`src/rtl/bsd_pkg.sv`:
```
package bsd_pkg;
    localparam int WORD_W = 4;
    localparam int CNT_W  = $clog2(2 * WORD_W);

    typedef struct packed {
        logic div4;
        logic div8;
        logic load;
    } div_out_t;

    function automatic logic at_boundary(input logic [CNT_W-1:0] c, input logic m8);
        return m8 ? (&c) : (&c[CNT_W-2:0]);
    endfunction
endpackage

```
`src/rtl/bsd_slip_sync.sv`:
```
module bsd_slip_sync (
    input  logic clk,
    input  logic rst,
    input  logic slip_async,
    output logic swallow
);
    logic s1, s2, s3;

    always_ff @(posedge clk) begin
        if (rst) begin
            s1 <= 1'b0;
            s2 <= 1'b0;
            s3 <= 1'b0;
        end else begin
            s1 <= slip_async;
            s2 <= s1;
            s3 <= s2;
        end
    end

    assign swallow = s2 & ~s3;

    // a held request yields one swallow only
    assert_single_slip_R7: assert property (@(posedge clk) disable iff (rst)
        swallow |=> !swallow);
endmodule

```
`src/rtl/bsd_divider.sv`:
```
module bsd_divider #(
    parameter int CNT_W = bsd_pkg::CNT_W
) (
    input  logic              clk,
    input  logic              rst,
    input  logic              mode8,
    input  logic              swallow,
    output bsd_pkg::div_out_t dout
);
    logic [CNT_W-1:0] cnt;
    logic             term;

    assign term = bsd_pkg::at_boundary(cnt, mode8);

    always_ff @(posedge clk) begin
        if (rst)
            cnt <= '0;
        else if (!swallow)
            cnt <= cnt + 1'b1;
    end

    always_comb begin
        dout.div4 = cnt[CNT_W-2];
        dout.div8 = cnt[CNT_W-1];
        dout.load = term & ~swallow;
    end

    // a swallowed count freezes the phase
    assert_hold_on_slip_R6: assert property (@(posedge clk) disable iff (rst)
        swallow |=> $stable(cnt));
    // reset leaves the phase at zero
    assert_reset_clear_R8: assert property (@(posedge clk)
        $past(rst) |-> (cnt == '0));
endmodule

```
`src/rtl/bsd_shifter.sv`:
```
module bsd_shifter #(
    parameter int WORD_W = bsd_pkg::WORD_W
) (
    input  logic              clk,
    input  logic              rst,
    input  logic              bit_in,
    input  logic              load,
    output logic [WORD_W-1:0] par_q,
    output logic              ser_out,
    output logic              stb
);
    logic [WORD_W-1:0] sh;
    logic [WORD_W-1:0] sh_next;

    assign sh_next = {bit_in, sh[WORD_W-1:1]};

    always_ff @(posedge clk) begin
        if (rst) begin
            sh    <= '0;
            par_q <= '0;
            stb   <= 1'b0;
        end else begin
            sh  <= sh_next;
            stb <= load;
            if (load)
                par_q <= sh_next;
        end
    end

    assign ser_out = sh[0];

    // the word moves only together with the strobe
    assert_par_stable_R3: assert property (@(posedge clk) disable iff (rst)
        !stb |-> $stable(par_q));
    // strobe lasts one cycle
    assert_stb_single_R10: assert property (@(posedge clk) disable iff (rst)
        stb |=> !stb);
endmodule

```
`src/rtl/bitslip_deser.sv`:
```
module bitslip_deser #(
    parameter int WORD_W = bsd_pkg::WORD_W,
    parameter int CNT_W  = bsd_pkg::CNT_W
) (
    input  logic              clk,
    input  logic              rst,
    input  logic              ser_a,
    input  logic              ser_b,
    input  logic              src_sel,
    input  logic              mode8,
    input  logic              slip_req,
    output logic [WORD_W-1:0] par_q,
    output logic              ser_out,
    output logic              div4_clk,
    output logic              div8_clk,
    output logic              word_stb
);
    logic              swallow;
    logic              bit_in;
    bsd_pkg::div_out_t dout;

    assign bit_in = src_sel ? ser_a : ser_b;

    bsd_slip_sync u_sync (
        .clk       (clk),
        .rst       (rst),
        .slip_async(slip_req),
        .swallow   (swallow)
    );

    bsd_divider #(.CNT_W(CNT_W)) u_div (
        .clk    (clk),
        .rst    (rst),
        .mode8  (mode8),
        .swallow(swallow),
        .dout   (dout)
    );

    bsd_shifter #(.WORD_W(WORD_W)) u_shift (
        .clk    (clk),
        .rst    (rst),
        .bit_in (bit_in),
        .load   (dout.load),
        .par_q  (par_q),
        .ser_out(ser_out),
        .stb    (word_stb)
    );

    assign div4_clk = dout.div4;
    assign div8_clk = dout.div8;
endmodule

```
`config.mk`:
```
export PLATFORM = sky130hd
export DESIGN_NAME = bitslip_deser
export DESIGN_NICKNAME = d
export VERILOG_FILES = /design/src/rtl/bsd_pkg.sv /design/src/rtl/bsd_slip_sync.sv /design/src/rtl/bsd_divider.sv /design/src/rtl/bsd_shifter.sv /design/src/rtl/bitslip_deser.sv
export SDC_FILE = /design/constraint.sdc
export NUM_CORES = 1
export LEC_CHECK = 0
export BUFFER_PORTS_ARGS = -buffer_cell sky130_fd_sc_hd__buf_2
export CORE_AREA = 2 2 39 41
export CTS_CLUSTER_DIAMETER = 100
export DETAILED_ROUTE_END_ITERATION = 8
export DIE_AREA = 0 0 41 43
export PLACE_DENSITY_LB_ADDON = 0.05
export SLEW_MARGIN = 20
export SYNTH_ARGS = -nofsm -noshare
export SYNTH_HDL_FRONTEND = slang
export SYNTH_HIERARCHICAL = 1
export SYNTH_SLANG_ARGS = --single-unit
```
`constraint.sdc`:
```
create_clock -name clk -period 1.4 [get_ports clk]
set_input_delay 0.14 -clock clk [delete_from_list [all_inputs] [get_ports clk]]
set_output_delay 0.14 -clock clk [all_outputs]
set_load 0.02 [all_outputs]
```
==> impl_results.md <==
* Synth Warn # at 6
* Die width at approximately 41 um
* # DRC at 0
* Cell breakdown of the critical path: ha_4, ha_4, mux2i_2, nor2_4, mux2i_1, nor2_1
* Combinational share of power at about an eighth
* Hold Vio Cnt, Final at 0
* LEAKAGE at around 0.3 nW
* Clock latency at the later pin of the worst-skew pair at ~0.27 ns
* Placer Congestion at ~0.60
* Clock transition at path regs at 0.08 ns
* Cells on worst reg2reg path at 6
* Crit-path max FO at 5
* Synth top area share at a little under three fifths
* Most common cell in the netlist: dfxtp_1
* Layout Area Growth over Synthesis at 28.3%
* WP data required at ~1.6 ns
* Arrival @ worst endpoint at 1.46 ns
* CP top delay family: multiplexers
* # H-tree levels at 1
* Syn Inst Count at 46
* Die area at about 0.0018 sq mm
* TritonCTS Sinks at 15
* Register area share after synthesis at between 50% and 60%
* CP Launch Type: flip-flop
* Setup WS post-layout at around 0.1 ns
* Fmax at 768 MHz
* Synth top cells by count: 15 x dfxtp_1, 8 x nor2_1, 8 x nor2b_1
* Post-DRT Antenna Nets at 0
* Int Pwr at approximately 600 uW
* DP HPWL at between 600 and 700 um
* Post-place setup slack at -0.151 ns
* CP Depth at 6
* Worst slew margin at 78.9%
* Buffers & Inverters on Critical Path at 0
* TritonRoute pass-1 iters at 2
* Core footprint at around 0.0014 sq mm
* Starting DRT DRC Count at 2
* Synthesized netlist net count at 55
* Cells after DPL at 75
* Minimum clock period at around 1.3 ns
* First-pass GRT wire length at around 1200 um
* Min-Delay Path Depth at 2
* Syn Area/Cell at between 10 and 15 sq um
* Final period util at 93.0%
* Maxcap violations at 0
* CTS root buf: clkbuf_4
* # rows at 14
* Status: finished, final reports clean
* Synth Register Bits at 15
* CP max stage cell: dfxtp_2
* Initial antenna violation count at 0
* Leading post-synthesis cells by cell area: dfxtp_1 56%, mux2i_1 13%, nor2b_1 9.4%
* Finish-stage setup viols at 0
* RSZ-0062 raised after global routing: no
* Top_reg_cell synth: dfxtp_1
* Number of hold buffers added after CTS at 0
* GRT overflow at 0
* I/O Pins at 15
* Clock Tree Buf Depth at 2
* Port Buffers at 14
* Avg WL per Cell at 10.9 um
* CP peak stage delay at approximately 0.34 ns
* Fin. max-slew vios at 0
* Maximum VDD drop at about 0.46 mV
* Pwr Density at ~1200 mW/mm^2
* Ys async rst share at 0%
* Mapped cell area at 534 sq um
* Inserted Clock Buffers at 3
* Routed vias/inst at 4.48
* GRT Total Usage at between 10 and 15%
* Nets at between 70 and 80
* Cell mode on critical path: ha_4
* Number of synthesized flops with an enable pin at 0
* Clk_skew at about 0.0023 ns
* Vias at about 360
* Slew @ Worst Pin at between 0.3 and 0.4 ns
* Yosys top cell by area: dfxtp_1
* Sw Pwr at approximately 190 uW
* Worst hold path class: in2reg
* Fin cells at 80
* Power share of the clock group at between 20% and 30%
* Sw frac at 23.2%
* Die Ht at 43 um
* Drt total wl at just under 900 um
* Initial Util at about two fifths
* Crit path kind: reg2reg
* Setup crit end kind: flip-flop
* Vias in the first global route at between 300 and 400
* Flop pwr share at 57.7%
* Largest net degree at the start of global routing at 16
* CTS tree: done
* Layout cells sized above 1 at a little over two fifths
* Ant diodes at 0
* Yosys cell types at 10
[sequential cells by signal, summed over array words and instances (netlist names)]
| name | flops |
|---|---|
| u_sync/s3 | 1 |
| u_shift/sh | 4 |
| u_sync/s1 | 1 |
| u_shift/par_q | 4 |
| u_shift/stb | 1 |
| u_sync/s2 | 1 |
| u_div/cnt | 3 |
[worst reg2reg max path, delay by kind of cell (launching register included)]
kind | cells | cell delay [ns]
and+or+nand+nor | 2 | 0.15
DFF | 1 | 0.34
adders and majority gates | 2 | 0.32
muxes | 2 | 0.37
[what timing repair did]
action / 4_1_cts / 5_1_grt
resized for setup: 2 / 7
buffers inserted: 0 / 1
setup endpoints to repair: 5 / 4
pin swaps: 0 / 2
cloned: 0 / 0
[kinds of logic after synthesis]
family / count (synthesis) / share of synthesized area [%]
XOR/XNOR: 1 / 1.64
adder cells (fa/ha/maj): 2 / 4.68
buffers and inverters: 3 / 4.92
flip-flops: 15 / 56.2
multiplexers: 8 / 15.9
AND/OR/NAND/NOR: 17 / 16.6
[layout make-up]
cell class	instances	area, sq um
clock buffer	4	26.3
fill	130	698
multi-input combinational	28	244
sequential	15	303
tap	16	20.0
timing repair buffer	17	92.6
[placed cells by master, fill, tap and decap left out]
master | netlist | layout
nor2_4 | 0 | 1
buf_4 | 2 | 3
clkbuf_1 | 0 | 1
mux2i_1 | 7 | 6
mux2_4 | 1 | 1
xor2_1 | 1 | 1
dfxtp_2 | 0 | 2
nor2b_1 | 8 | 8
buf_2 | 0 | 14
ha_4 | 0 | 2
dfxtp_1 | 15 | 13
nor2b_2 | 1 | 1
mux2i_2 | 0 | 1
clkbuf_4 | 0 | 3
nor2_1 | 8 | 7
[through the flow]
step                utilization [%]  power (mW)  hold WS [ns]  setup TNS [ns]  instance area (sq um)
floorplan                         -       0.523         0.212               0                    534
global placement               44.3       0.546         0.353          -0.295                    613
detailed placement             44.3       0.555         0.359          -0.574                    613
CTS                            46.7       0.796        0.0640               0                    647
global route                   49.5       0.847        0.0929               0                    686
finish                         49.5       0.799        0.0720               0                    686
[worst paths after layout]
| path | from | to | slack (ns) |
|---|---|---|---|
| worst max register to register | u_div/cnt[1] | u_shift/par_q[0] | 0.1 |
| worst min-delay path | slip_req | u_sync/s1 | 0.07 |
| worst min register to register | u_sync/s1 | u_sync/s2 | 0.44 |
| worst max-delay path | u_div/cnt[1] | u_shift/par_q[0] | 0.1 |
[power by group through the flow]
stage,Sequential (mW),Combinational (mW),Clock (mW)
detailed placement,0.465,0.0897,0
global route,0.463,0.114,0.270
global placement,0.463,0.0826,0
finish,0.461,0.104,0.234
floorplan,0.467,0.0556,0
CTS,0.455,0.0914,0.249
[routing by layer]
layer / part of all wire (%) / GRT usage, % / wire length, um
met1: 40 / 12.4 / 350
met2: 54 / 16.3 / 468
met3: 6.3 / 3.14 / 55
met4: 0 / 10.0 / 0
met5: 0 / 0 / 0
No activity file was read; power rests on OpenSTA's default activity.
